**src/rtl/cdt_pkg.sv**
```systemverilog
// Package: shared register addresses, control-field positions and the
// source-code type for the fixed-cycle countdown timer.
package cdt_pkg;

    // Register addresses
    localparam logic [1:0] ADDR_CTRL   = 2'd0;
    localparam logic [1:0] ADDR_RELOAD = 2'd1;
    localparam logic [1:0] ADDR_COUNT  = 2'd2;

    // Control register bit positions
    localparam int CTRL_RUN  = 0;
    localparam int CTRL_IE   = 1;
    localparam int CTRL_FLAG = 2;
    localparam int CTRL_SEL  = 4;

    // Tick source codes
    typedef enum logic [1:0] {
        SRC_FAST   = 2'd0,
        SRC_SLOW   = 2'd1,
        SRC_SECOND = 2'd2,
        SRC_MINUTE = 2'd3
    } src_sel_e;

endpackage

```
**src/rtl/cdt_tick_mux.sv**
```systemverilog
// Module: cdt_tick_mux
// Picks one tick-enable from NUM_SRC inputs according to the select code.
// Assumes each tick input is a single-cycle pulse synchronous to clk.
module cdt_tick_mux #(
    parameter int NUM_SRC = 4,
    localparam int SEL_W = $clog2(NUM_SRC)
) (
    input  logic [NUM_SRC-1:0] src_tick,
    input  logic [SEL_W-1:0]   sel,
    output logic               tick
);

    logic [NUM_SRC-1:0] hit;

    // One match term per source: a tick counts only while its code is selected
    for (genvar i = 0; i < NUM_SRC; i++) begin : g_src
        assign hit[i] = src_tick[i] && (sel == SEL_W'(i));
    end

    // Combine the match terms into the single tick
    always_comb begin
        tick = |hit;
    end

endmodule

```
**src/rtl/cdt_regs.sv**
```systemverilog
// Module: cdt_regs
// Holds the software-visible control state: run, interrupt enable, source
// code and reload value. It also decodes the write strobes that touch the
// counter (reload write) and the event flag (flag clear).
// Assumes DATA_W is wide enough to hold the control fields.
module cdt_regs #(
    parameter int DATA_W = 8,
    parameter int SEL_W  = 2
) (
    input  logic              clk,
    input  logic              rst_n,
    input  logic              wr,
    input  logic [1:0]        addr,
    input  logic [DATA_W-1:0] wdata,
    output logic              run,
    output logic              irq_en,
    output logic [SEL_W-1:0]  sel,
    output logic [DATA_W-1:0] reload,
    output logic              reload_wr,
    output logic              flag_clr
);
    import cdt_pkg::*;

    logic ctrl_wr;

    // Decode which register the current write targets
    always_comb begin
        ctrl_wr   = wr && (addr == ADDR_CTRL);
        reload_wr = wr && (addr == ADDR_RELOAD);
        flag_clr  = ctrl_wr && !wdata[CTRL_FLAG];
    end

    // Control register: run, interrupt enable and source code
    always_ff @(posedge clk) begin
        if (!rst_n) begin
            run    <= 1'b0;
            irq_en <= 1'b0;
            sel    <= '0;
        end else if (ctrl_wr) begin
            run    <= wdata[CTRL_RUN];
            irq_en <= wdata[CTRL_IE];
            sel    <= wdata[CTRL_SEL +: SEL_W];
        end
    end

    // Reload value register
    always_ff @(posedge clk) begin
        if (!rst_n) begin
            reload <= '0;
        end else if (reload_wr) begin
            reload <= wdata;
        end
    end

endmodule

```
**src/rtl/cdt_down_counter.sv**
```systemverilog
// Module: cdt_down_counter
// Reloadable down-counter. It steps on each tick while running and reports
// expiry when the last tick of a period arrives, then reloads itself.
// Assumes a reload value of zero means the counter is idle.
module cdt_down_counter #(
    parameter int CNT_W = 8
) (
    input  logic             clk,
    input  logic             rst_n,
    input  logic             run,
    input  logic             tick,
    input  logic             load,
    input  logic [CNT_W-1:0] load_val,
    input  logic [CNT_W-1:0] reload_val,
    output logic [CNT_W-1:0] cnt,
    output logic             expire
);

    localparam logic [CNT_W-1:0] ONE = CNT_W'(1);

    logic armed;

    // Expiry happens on a live tick at the last count of a nonzero period
    always_comb begin
        armed  = (reload_val != '0);
        expire = run && tick && !load && armed && (cnt <= ONE);
    end

    // Count state: a load beats the stop hold, and the stop hold beats counting
    always_ff @(posedge clk) begin
        if (!rst_n) begin
            cnt <= '0;
        end else if (load) begin
            cnt <= load_val;
        end else if (!run) begin
            cnt <= reload_val;
        end else if (tick && armed) begin
            cnt <= expire ? reload_val : cnt - ONE;
        end
    end

endmodule

```
**src/rtl/cdt_irq.sv**
```systemverilog
// Module: cdt_irq
// Sticky event flag with a level-mode interrupt output-enable.
// Assumes set and clear requests are single-cycle and synchronous to clk.
module cdt_irq (
    input  logic clk,
    input  logic rst_n,
    input  logic set_evt,
    input  logic clr_evt,
    input  logic irq_en,
    output logic flag,
    output logic int_oe
);

    // Event flag: a set wins over a clear in the same cycle
    always_ff @(posedge clk) begin
        if (!rst_n) begin
            flag <= 1'b0;
        end else if (set_evt) begin
            flag <= 1'b1;
        end else if (clr_evt) begin
            flag <= 1'b0;
        end
    end

    // Level-mode output: drive low whenever the flag is pending and enabled
    always_comb begin
        int_oe = flag && irq_en;
    end

endmodule

```
**src/rtl/cdt_timer.sv**
```systemverilog
// Module: cdt_timer
// Fixed-cycle countdown timer with a periodic interrupt. It selects a tick
// source, counts down a reload value and raises a sticky flag at expiry.
// Assumes the tick inputs come from the clock core as one-cycle pulses.
module cdt_timer #(
    parameter int NUM_SRC = 4,
    parameter int CNT_W   = 8,
    localparam int SEL_W  = $clog2(NUM_SRC)
) (
    input  logic               clk,
    input  logic               rst_n,
    input  logic [NUM_SRC-1:0] src_tick,
    input  logic [1:0]         reg_addr,
    input  logic               reg_wr,
    input  logic [CNT_W-1:0]   reg_wdata,
    output logic [CNT_W-1:0]   reg_rdata,
    output logic               int_oe
);
    import cdt_pkg::*;

    logic             run;
    logic             irq_en;
    logic [SEL_W-1:0] sel;
    logic [CNT_W-1:0] reload;
    logic             reload_wr;
    logic             flag_clr;
    logic             tick;
    logic [CNT_W-1:0] cnt;
    logic             expire;
    logic             flag;

    cdt_regs #(.DATA_W(CNT_W), .SEL_W(SEL_W)) i_regs (
        .clk       (clk),
        .rst_n     (rst_n),
        .wr        (reg_wr),
        .addr      (reg_addr),
        .wdata     (reg_wdata),
        .run       (run),
        .irq_en    (irq_en),
        .sel       (sel),
        .reload    (reload),
        .reload_wr (reload_wr),
        .flag_clr  (flag_clr)
    );

    cdt_tick_mux #(.NUM_SRC(NUM_SRC)) i_mux (
        .src_tick (src_tick),
        .sel      (sel),
        .tick     (tick)
    );

    cdt_down_counter #(.CNT_W(CNT_W)) i_cnt (
        .clk        (clk),
        .rst_n      (rst_n),
        .run        (run),
        .tick       (tick),
        .load       (reload_wr),
        .load_val   (reg_wdata),
        .reload_val (reload),
        .cnt        (cnt),
        .expire     (expire)
    );

    cdt_irq i_irq (
        .clk     (clk),
        .rst_n   (rst_n),
        .set_evt (expire),
        .clr_evt (flag_clr),
        .irq_en  (irq_en),
        .flag    (flag),
        .int_oe  (int_oe)
    );

    // Read mux: assemble the control word or return the addressed register
    always_comb begin
        reg_rdata = '0;
        case (reg_addr)
            ADDR_CTRL: begin
                reg_rdata[CTRL_RUN]           = run;
                reg_rdata[CTRL_IE]            = irq_en;
                reg_rdata[CTRL_FLAG]          = flag;
                reg_rdata[CTRL_SEL +: SEL_W]  = sel;
            end
            ADDR_RELOAD: reg_rdata = reload;
            ADDR_COUNT:  reg_rdata = cnt;
            default:     reg_rdata = '0;
        endcase
    end

endmodule

```
**config.mk**
```make
export PLATFORM = sky130hd
export DESIGN_NAME = cdt_timer
export DESIGN_NICKNAME = d
export VERILOG_FILES = /design/src/rtl/cdt_pkg.sv /design/src/rtl/cdt_tick_mux.sv /design/src/rtl/cdt_regs.sv /design/src/rtl/cdt_down_counter.sv /design/src/rtl/cdt_irq.sv /design/src/rtl/cdt_timer.sv
export SDC_FILE = /design/constraint.sdc
export NUM_CORES = 1
export LEC_CHECK = 0
export CORE_UTILIZATION = 47
export CTS_CLUSTER_DIAMETER = 200
export CTS_CLUSTER_SIZE = 16
export DETAILED_ROUTE_END_ITERATION = 7
export PLACE_DENSITY_LB_ADDON = 0.1
export SLEW_MARGIN = 20
export SYNTH_ARGS = -nofsm -noshare
export SYNTH_HDL_FRONTEND = slang
export SYNTH_SLANG_ARGS = --single-unit
export TNS_END_PERCENT = 1
```
**constraint.sdc**
```tcl
create_clock -name clk -period 1.55 [get_ports clk]
set_clock_uncertainty 0.1 [all_clocks]
set_input_delay 0.31 -clock clk [delete_from_list [all_inputs] [get_ports clk]]
set_output_delay 0.31 -clock clk [all_outputs]
set_load 0.02 [all_outputs]
```
==> results of run 1 <==
-- flip-flops by register name, indices dropped and copies added (netlist names) --
| register | count |
|---|---|
| i_cnt.cnt | 8 |
| i_irq.flag | 1 |
| i_regs.irq_en | 1 |
| i_regs.reload | 8 |
| i_regs.run | 1 |
| i_regs.sel | 2 |
-- timing repair --
action / 4_1_cts / 5_1_grt
pin swaps: 11 / 8
resized for setup: 68 / 6
endpoints found under the setup margin: 30 / 18
-- worst max-delay path by stage --
| stage | startpoint | end | slack [ns] |
|---|---|---|---|
| 4_1_cts | i_regs.sel[1] | i_cnt.cnt[1] | -0.22 |
| 5_1_grt | i_cnt.cnt[6] | i_cnt.cnt[0] | -0.28 |
| 2_1_floorplan | i_regs.reload[4] | i_cnt.cnt[7] | -0.06 |
| 3_5_place_dp | reg_addr[0] | reg_rdata[5] | -1.07 |
| 3_3_place_gp | reg_addr[0] | reg_rdata[0] | -1.0 |
| 6_report | i_regs.sel[1] | i_cnt.cnt[1] | -0.24 |
-- cells in the mapped netlist (all sizes together), types with 2 or more instances --
library cell,n,share of area (%)
a222oi,5,3.5
nand2,25,6.6
o221a,11,8.7
nand3,9,3.2
nor2b,4,1.8
a22oi,3,1.6
xor2,3,1.8
xnor2,2,1.2
inv,8,2.1
ha,6,5.3
o2bb2ai,2,1.7
nor4,3,3.2
dfxtp,21,29
a21boi,13,6.8
nand2b,4,1.8
a21oi,4,1.4
buf,6,4.0
clkbuf,4,1.1
nand4,2,0.88
o211ai,5,3.0
o21ai,3,1.1
and2,2,0.96
mux2,3,2.4
nor2,9,2.4
or3,2,0.88
-- routing by layer --
metal | GRT usage, % | part of all wire [%] | vias to the layer above
met1 | 36.16 | 43 | 726
li1 | - | - | 719
met2 | 48.57 | 50 | 48
met5 | 0 | 0 | -
met3 | 5.215 | 4.5 | 11
met4 | 7.666 | 2.2 | 0
-- critical path: stages, from the launching register on --
cell	delay [ns]
dfxtp_4	0.39
mux2_4	0.31
mux2_4	0.29
nand4_1	0.22
o211ai_1	0.13
o221a_2	0.26
-- power by group through the flow --
stage | Combinational (W) | Clock (W) | Sequential, W
floorplan | 0.000231 | 0 | 0.000600
global placement | 0.000404 | 0 | 0.000605
detailed placement | 0.000420 | 0 | 0.000606
CTS | 0.000434 | 0.000285 | 0.000593
global route | 0.000472 | 0.000295 | 0.000596
finish | 0.000438 | 0.000277 | 0.000593
-- final cells by class --
type	count	area (sq um)
multi-input combinational	126	1007
fill	219	763.2
timing repair buffer	60	498.0
sequential	21	441.7
tap	31	38.79
inverter	8	30.03
clock buffer	4	26.28
-- logic make-up (layout without fill, tap and decap cells) --
group | after synthesis | count (layout) | synth area share, %
flip-flops | 21 | 21 | 29.45
adder cells (fa/ha/maj) | 6 | 6 | 5.258
buffers and inverters | 18 | 72 | 7.186
AO/OA/AOI/OAI | 49 | 49 | 29.53
AND/OR/NAND/NOR | 62 | 62 | 22.44
multiplexers | 4 | 4 | 3.067
XOR/XNOR | 5 | 5 | 3.068
-- metrics by stage --
stage	hold WS, ns	worst slack, ns
floorplan	0.3473	-0.05806
global placement	0.3920	-0.9987
detailed placement	0.3963	-1.069
CTS	0.4132	-0.2212
global route	0.4364	-0.2822
finish	0.4108	-0.2381
-- cell usage in the layout, fill, tap and decap left out, drive strengths merged, types with 4 or more instances in the layout --
cell type | netlist | routed
o211ai | 5 | 5
nand2 | 25 | 25
a21oi | 4 | 4
dfxtp | 21 | 21
clkdlybuf4s50 | 0 | 13
a21boi | 13 | 13
nor2 | 9 | 9
nor2b | 4 | 4
inv | 8 | 8
o221a | 11 | 11
nand3 | 9 | 9
buf | 6 | 46
a222oi | 5 | 5
nand2b | 4 | 4
ha | 6 | 6
clkbuf | 4 | 4
==> metrics.md, run 1 <==
| Metric | Value |
|---|---|
| Area Overhead vs Synth | 43.03% |
| Port Buffers | 25 |
| Antenna violation net count after detailed routing | 0 |
| Clock transition at path regs | 0.12 ns |
| Tot Pwr | 0.001308 W |
| Final hold vios | 0 |
| # H-tree levels | 1 |
| Drt wl/cell | 17.25 microns |
| Status | finished with violations |
| Mean Syn Cell Area | 8.652 sq um |
| First-pass GRT wire length | 7134 microns |
| Placed cell count | 246 |
| Synth Flop Type | dfxtp_1 |
| Synth Register Bits | 21 |
| Logic pwr share | 33.5% |
| Setup Buffers After CTS | 0 |
| Max-slew violation count | 0 |
| Hold path depth | 2 |
| Clk network pwr share | 21.1% |
| Failing checks | design-rule violations, negative setup slack |
| RSZ-0062 raised after global routing | true |
| Total length of routed wires | 4312 microns |
| TritonCTS Buffers | 3 |
| Detailed-route via count | 1504 |
| CP arrival | 1.91 ns |
| GRT Overall Usage | 28.18% |
| Switching share of total power | 31.04% |
| Remaining Overflow, GRT | 0 |
| HPWL after detailed placement | 3327 microns |
| Min-Delay Path Class | flip-flop to flip-flop |
| Reg2Reg Launch Point | i_regs.sel[1] |
| Io pins | 26 |
| Asr flop ratio synth | 0% |
| Die area | 3262 sq um |
| DR pass1 iterations | 6 |
| Slew @ Worst Pin | 0.3953 ns |
| Synth Instances | 165 |
| Hold Path End | i_regs.sel[0] |
| Fmax | 559.3 MHz |
| Worst R2R End | i_cnt.cnt[1] |
| FP Rows | 19 |
| Final setup vio count | 17 |
| Initial DRC Count | 90 |
| Syn nets | 188 |
| GP Congestion | 0.8260 |
| Reg2Reg Depth | 5 |
| Cell Int Power | 0.0009021 W |
| Reg2Reg Setup Slack | -0.24 ns |
| Yosys cell types | 38 |
| Finished Layout Cells | 250 |
| Startpoint types | flip-flop |
| Net switching power | 0.0004060 W |
| Die width | 57.12 microns |
| Fin worst setup slack | -0.2381 ns |
| CTS tree | yes |
| Vias/cell | 6.016 |
| Largest net degree at the start of global routing | 23 |
| Peak VDD IR | 519.3 uV |
| Clock Latency Late Sink | 0.32 ns |
| Pwr Density | 640.6 nW/um^2 |
| Final instance area | 2042 sq um |
| Final core occ | 72.79% |
| Period utilization | 115.4% |
| Setup CP Type | flip-flop to flip-flop |
| Min cycle time layout | 1.788 ns |
| CTS root buffer | clkbuf_4 |
| Vias in the first global route | 1522 |
| CP Capture Type | flip-flop |
| Diode count | 0 |
| Post-route DRC violation count | 4 |
| Yosys warns | 0 |
| Seq pwr share | 45.4% |
| Die Y-Extent | 57.12 microns |
| Hold-fix buffers, CTS | 0 |
| Register area share after synthesis | 29.45% |
| Core area | 2805 sq um |
| Hold_sp | i_regs.sel[0] |
| MaxCap Viol Count | 0 |
| EDFF count, synth | 0 |
| Setup TNS | -2.302 ns |
| Req. time, crit path | 1.67 ns |
| Rel. slew slack | 73.52% |
| CTS sink count | 21 |
| Placed Area | 1982 sq um |
| Lkg Pwr | 0.8208 nW |
| Initial core utilization | 50.89% |
| Share of cells above drive strength 1 | 40.64% |
| Max Buffers Root-to-Sink | 2 |
| Crit Path Max Fanout | 4 |
| Nets | 243 |
| Initial antenna violation count | 0 |
| Post-Syn Area | 1428 sq um |
No activity file was read; power rests on OpenSTA's default activity.
==> inputs of run 2 (changes only) <==
--- a/config.mk
+++ b/config.mk
@@ -7,7 +7,6 @@
 export LEC_CHECK = 0
 export CORE_UTILIZATION = 47
 export CTS_CLUSTER_DIAMETER = 200
-export CTS_CLUSTER_SIZE = 16
 export DETAILED_ROUTE_END_ITERATION = 7
 export PLACE_DENSITY_LB_ADDON = 0.1
 export SLEW_MARGIN = 20
==> results of run 2 <==
The final DEF is identical to that of run 1; final timing and power are the same.
==> inputs of run 3 (changes only) <==
--- a/config.mk
+++ b/config.mk
@@ -9,8 +9,9 @@
 export CTS_CLUSTER_DIAMETER = 200
 export DETAILED_ROUTE_END_ITERATION = 7
 export PLACE_DENSITY_LB_ADDON = 0.1
-export SLEW_MARGIN = 20
+export SLEW_MARGIN = 10
 export SYNTH_ARGS = -nofsm -noshare
 export SYNTH_HDL_FRONTEND = slang
+export SYNTH_HIERARCHICAL = 1
 export SYNTH_SLANG_ARGS = --single-unit
 export TNS_END_PERCENT = 1
==> run 3 against run 2 <==
  * The run ends with negative setup slack left
  * Final area decreased by 2.6%
  * Power decreased by 3.5%
  * Combinational power decreased by 5.7%
  * Worst hold slack improved by 0.0066 ns
  * Fmax decreased by 22%
  * Setup slack got worse by 0.50 ns
  * Non-clock buffer count increased by 4
  * Synthesized cell count increased by 1.8%
  * Clock-buffer cell count unchanged
  * Register-to-register slack got worse by 0.50 ns
  * Sequential power decreased by 3%
  * Core utilization decreased by 1.9 points
  * Largest power group unchanged
==> metrics.md, run 3 <==
| Metric | Value |
|---|---|
| Status | finished with violations (unchanged) |
| Failing checks | negative setup slack (was design-rule violations, negative setup slack) |
| Slew @ Worst Pin | 0.3502 ns (was 0.3953 ns) |
| Fillers | 222 (was 219) |
| Register area share after synthesis | 29.53% (was 29.45%) |
| Die width | 57.04 microns (was 57.12 microns) |
| Nets | 250 (was 243) |
| CP max stage delay | 0.53 ns (was 0.39 ns) |
| Yosys warns | 6 (was 0) |
| Buf+Inv Stages, Crit Path | 1 (was 0) |
| TritonCTS Buffers | 3 (unchanged) |
| Port Buffers | 25 (unchanged) |
| RSZ-0062 raised after global routing | true (unchanged) |
| Pwr Density | 634.9 nW/um^2 (was 640.6 nW/um^2) |
| Largest net degree at the start of global routing | 24 (was 23) |
| Diode count | 0 (unchanged) |
| Peak VDD IR | 339.5 uV (was 519.3 uV) |
| GP Congestion | 0.8404 (was 0.8260) |
| Mean Syn Cell Area | 8.475 sq um (was 8.652 sq um) |
| CTS root buffer | clkbuf_4 (unchanged) |
| Total length of routed wires | 4016 microns (was 4312 microns) |
| DR pass1 iterations | 5 (was 6) |
| CP Capture Type | flip-flop (unchanged) |
| CP arrival | 2.44 ns (was 1.91 ns) |
| Detailed-route via count | 1494 (was 1504) |
| Period utilization | 147.8% (was 115.4%) |
| Synth top area cells | dfxtp_1 (30%), mux2i_1 (13%), nand2_1 (6.3%) (was dfxtp_1 (29%), a21boi_0 (6.8%), nand2_1 (6.6%)) |
| Clock Latency Late Sink | 0.30 ns (was 0.32 ns) |
| Asr flop ratio synth | 0% (unchanged) |
| Lkg Pwr | 0.8888 nW (was 0.8208 nW) |
| Top Family by Delay on Critical Path | simple AND/OR/NAND/NOR gates (was multiplexers) |
| Syn nets | 191 (was 188) |
| Area Overhead vs Synth | 39.63% (was 43.03%) |
| Initial antenna violation count | 0 (unchanged) |
| Io pins | 26 (unchanged) |
| Max-slew violation count | 0 (unchanged) |
| Count leader, synth | nand2_1 (unchanged) |
| Drt wl/cell | 15.63 microns (was 17.25 microns) |
| Fin worst setup slack | -0.7405 ns (was -0.2381 ns) |
| Largest registers | i_cnt/cnt (8), i_regs/reload (8), i_regs/sel (2) (was i_cnt.cnt (8), i_regs.reload (8), i_regs.sel (2)) |
| Synth Register Bits | 21 (unchanged) |
| Synth area leader | dfxtp_1 (unchanged) |
| Synth Instances | 168 (was 165) |
| Vias in the first global route | 1453 (was 1522) |
| GRT Overall Usage | 26.75% (was 28.18%) |
| Final hold vios | 0 (unchanged) |
| Remaining Overflow, GRT | 0 (unchanged) |
| Critical path's most frequent cell | or4_4 (was mux2_4) |
| Share of cells above drive strength 1 | 28.76% (was 40.64%) |
| Post-route DRC violation count | 0 (was 4) |
| Reg2Reg Setup Slack | -0.74 ns (was -0.24 ns) |
| EDFF count, synth | 0 (unchanged) |
| MaxCap Viol Count | 0 (unchanged) |
| Final setup vio count | 17 (unchanged) |
| Vias/cell | 5.813 (was 6.016) |
| Synth top cells by count | nand2_1 (24), dfxtp_1 (21), mux2i_1 (18), nor2_1 (12) (was nand2_1 (25), dfxtp_1 (21), a21boi_0 (13), nand3_1 (9), nor2_1 (9)) |
| Hold_ws | 0.4174 ns (was 0.4108 ns) |
| Commonest non-fill, non-tap cell in the layout | buf_4 (unchanged) |
| Setup CP Type | flip-flop to flip-flop (unchanged) |
| Min cycle time layout | 2.291 ns (was 1.788 ns) |
| Startpoint types | flip-flop (unchanged) |
| Min-Delay Path Class | flip-flop to flip-flop (unchanged) |
| Crit Path Max Fanout | 5 (was 4) |
| Most frequent cells in the layout | buf_4 (38), nand2_1 (24), dfxtp_1 (19), mux2i_1 (18), clkdlybuf4s50_1 (14) (was buf_4 (37), nand2_1 (24), clkdlybuf4s50_1 (13), a21boi_0 (12), dfxtp_1 (10)) |
| Max Buffers Root-to-Sink | 2 (unchanged) |
| Final core occ | 70.87% (was 72.79%) |
| Crit path cell chain | or4_4, or4_4, buf_4, nor4bb_1, o41ai_1, and3_1 (was mux2_4, mux2_4, nand4_1, o211ai_1, o221a_2) |
| Die area | 3254 sq um (was 3262 sq um) |
| Initial core utilization | 50.76% (was 50.89%) |
| Setup Buffers After CTS | 0 (unchanged) |
| First-pass GRT wire length | 6762 microns (was 7134 microns) |
| # H-tree levels | 1 (unchanged) |
| Core area | 2805 sq um (unchanged) |
| HPWL after detailed placement | 3201 microns (was 3327 microns) |
| Share of the synthesized area in the top cell type | 29.53% (was 29.45%) |
| Hold-fix buffers, CTS | 0 (unchanged) |
| Fmax | 436.6 MHz (was 559.3 MHz) |
| Die Y-Extent | 57.04 microns (was 57.12 microns) |
| Req. time, crit path | 1.70 ns (was 1.67 ns) |
| CTS sink count | 21 (unchanged) |
| FP Rows | 19 (unchanged) |
| Initial DRC Count | 84 (was 90) |
| Clock transition at path regs | 0.13 ns (was 0.12 ns) |
| Post-Syn Area | 1424 sq um (was 1428 sq um) |
| Yosys cell types | 39 (was 38) |
| CTS tree | yes (unchanged) |
| Antenna violation net count after detailed routing | 0 (unchanged) |
| Synth Flop Type | dfxtp_1 (unchanged) |
| Slowest stage cell, crit path | or4_4 (was dfxtp_4) |
| Rel. slew slack | 76.44% (was 73.52%) |
-- run 3: worst min-delay path, delay by kind of cell, from the launching register on --
family	cells	cell delay, ns
flops	1	0.36
simple gates	1	0.06
mux	1	0.06
-- run 3: where the power goes --
part	switching [W]	total (W)	internal, W
Clock	0.000173	0.000273	0.000100
Sequential	0.0000139	0.000576	0.000562
Combinational	0.000197	0.000413	0.000215
Total	0.000384	0.00126	0.000878
-- run 3: cells by family (layout without fill, tap and decap cells) --
| kind of cell | count (synthesis) | after routing | share of synthesized area (%) |
|---|---|---|---|
| adder cells (fa/ha/maj) | 6 | 6 | 5.272 |
| multiplexers | 19 | 19 | 14.24 |
| AO/OA/AOI/OAI | 35 | 35 | 17.66 |
| XOR/XNOR | 6 | 6 | 3.691 |
| AND/OR/NAND/NOR | 63 | 63 | 23.11 |
| flip-flops | 21 | 21 | 29.53 |
| buffers and inverters | 18 | 76 | 6.503 |
-- run 3: worst paths after layout --
| kind | start | endpoint | cells past startpoint |
|---|---|---|---|
| worst max-delay path | i_cnt/cnt[2] | i_cnt/cnt[2] | 6 |
| worst min-delay path | i_regs/sel[0] | i_regs/sel[0] | 2 |
| worst max register to register | i_cnt/cnt[2] | i_cnt/cnt[2] | 6 |
| worst min register to register | i_regs/sel[0] | i_regs/sel[0] | 2 |
-- run 3: stage by stage --
stage / power [W] / TNS (ns) / worst slack (ns) / instances / area [sq um]
6_report: 0.001262 / -7.783 / -0.7405 / 257 / 1988
4_1_cts: 0.001258 / -7.734 / -0.6667 / 257 / 1981
5_1_grt: 0.001322 / -9.133 / -0.8350 / 257 / 1988
3_5_place_dp: 0.0009812 / -18.52 / -1.002 / 253 / 1958
3_3_place_gp: 0.0009708 / -17.55 / -0.9677 / 253 / 1958
2_1_floorplan: 0.0008100 / -6.065 / -0.7782 / 168 / 1433
-- run 3: metal layers --
| metal | track usage (%) | routed length, microns |
|---|---|---|
| met5 | 0 | 0 |
| met1 | 35.72 | 1782 |
| met2 | 46.05 | 1942 |
| met4 | 6.969 | 76 |
| met3 | 2.948 | 214 |
-- run 3: area by class of cell --
class / count / area (sq um) / area share [%]
sequential: 21 / 422.9 / 21.27
clock buffer: 4 / 26.28 / 1.322
multi-input combinational: 129 / 940.9 / 47.33
tap: 31 / 38.79 / 1.951
inverter: 8 / 30.03 / 1.510
timing repair buffer: 64 / 529.3 / 26.62
-- run 3: repair_timing --
item / CTS / global route
hold endpoints to repair: 0 / 0
pin swaps: 8 / 3
resized for setup: 43 / 3
gates cloned: 0 / 0
endpoints found under the setup margin: 22 / 19
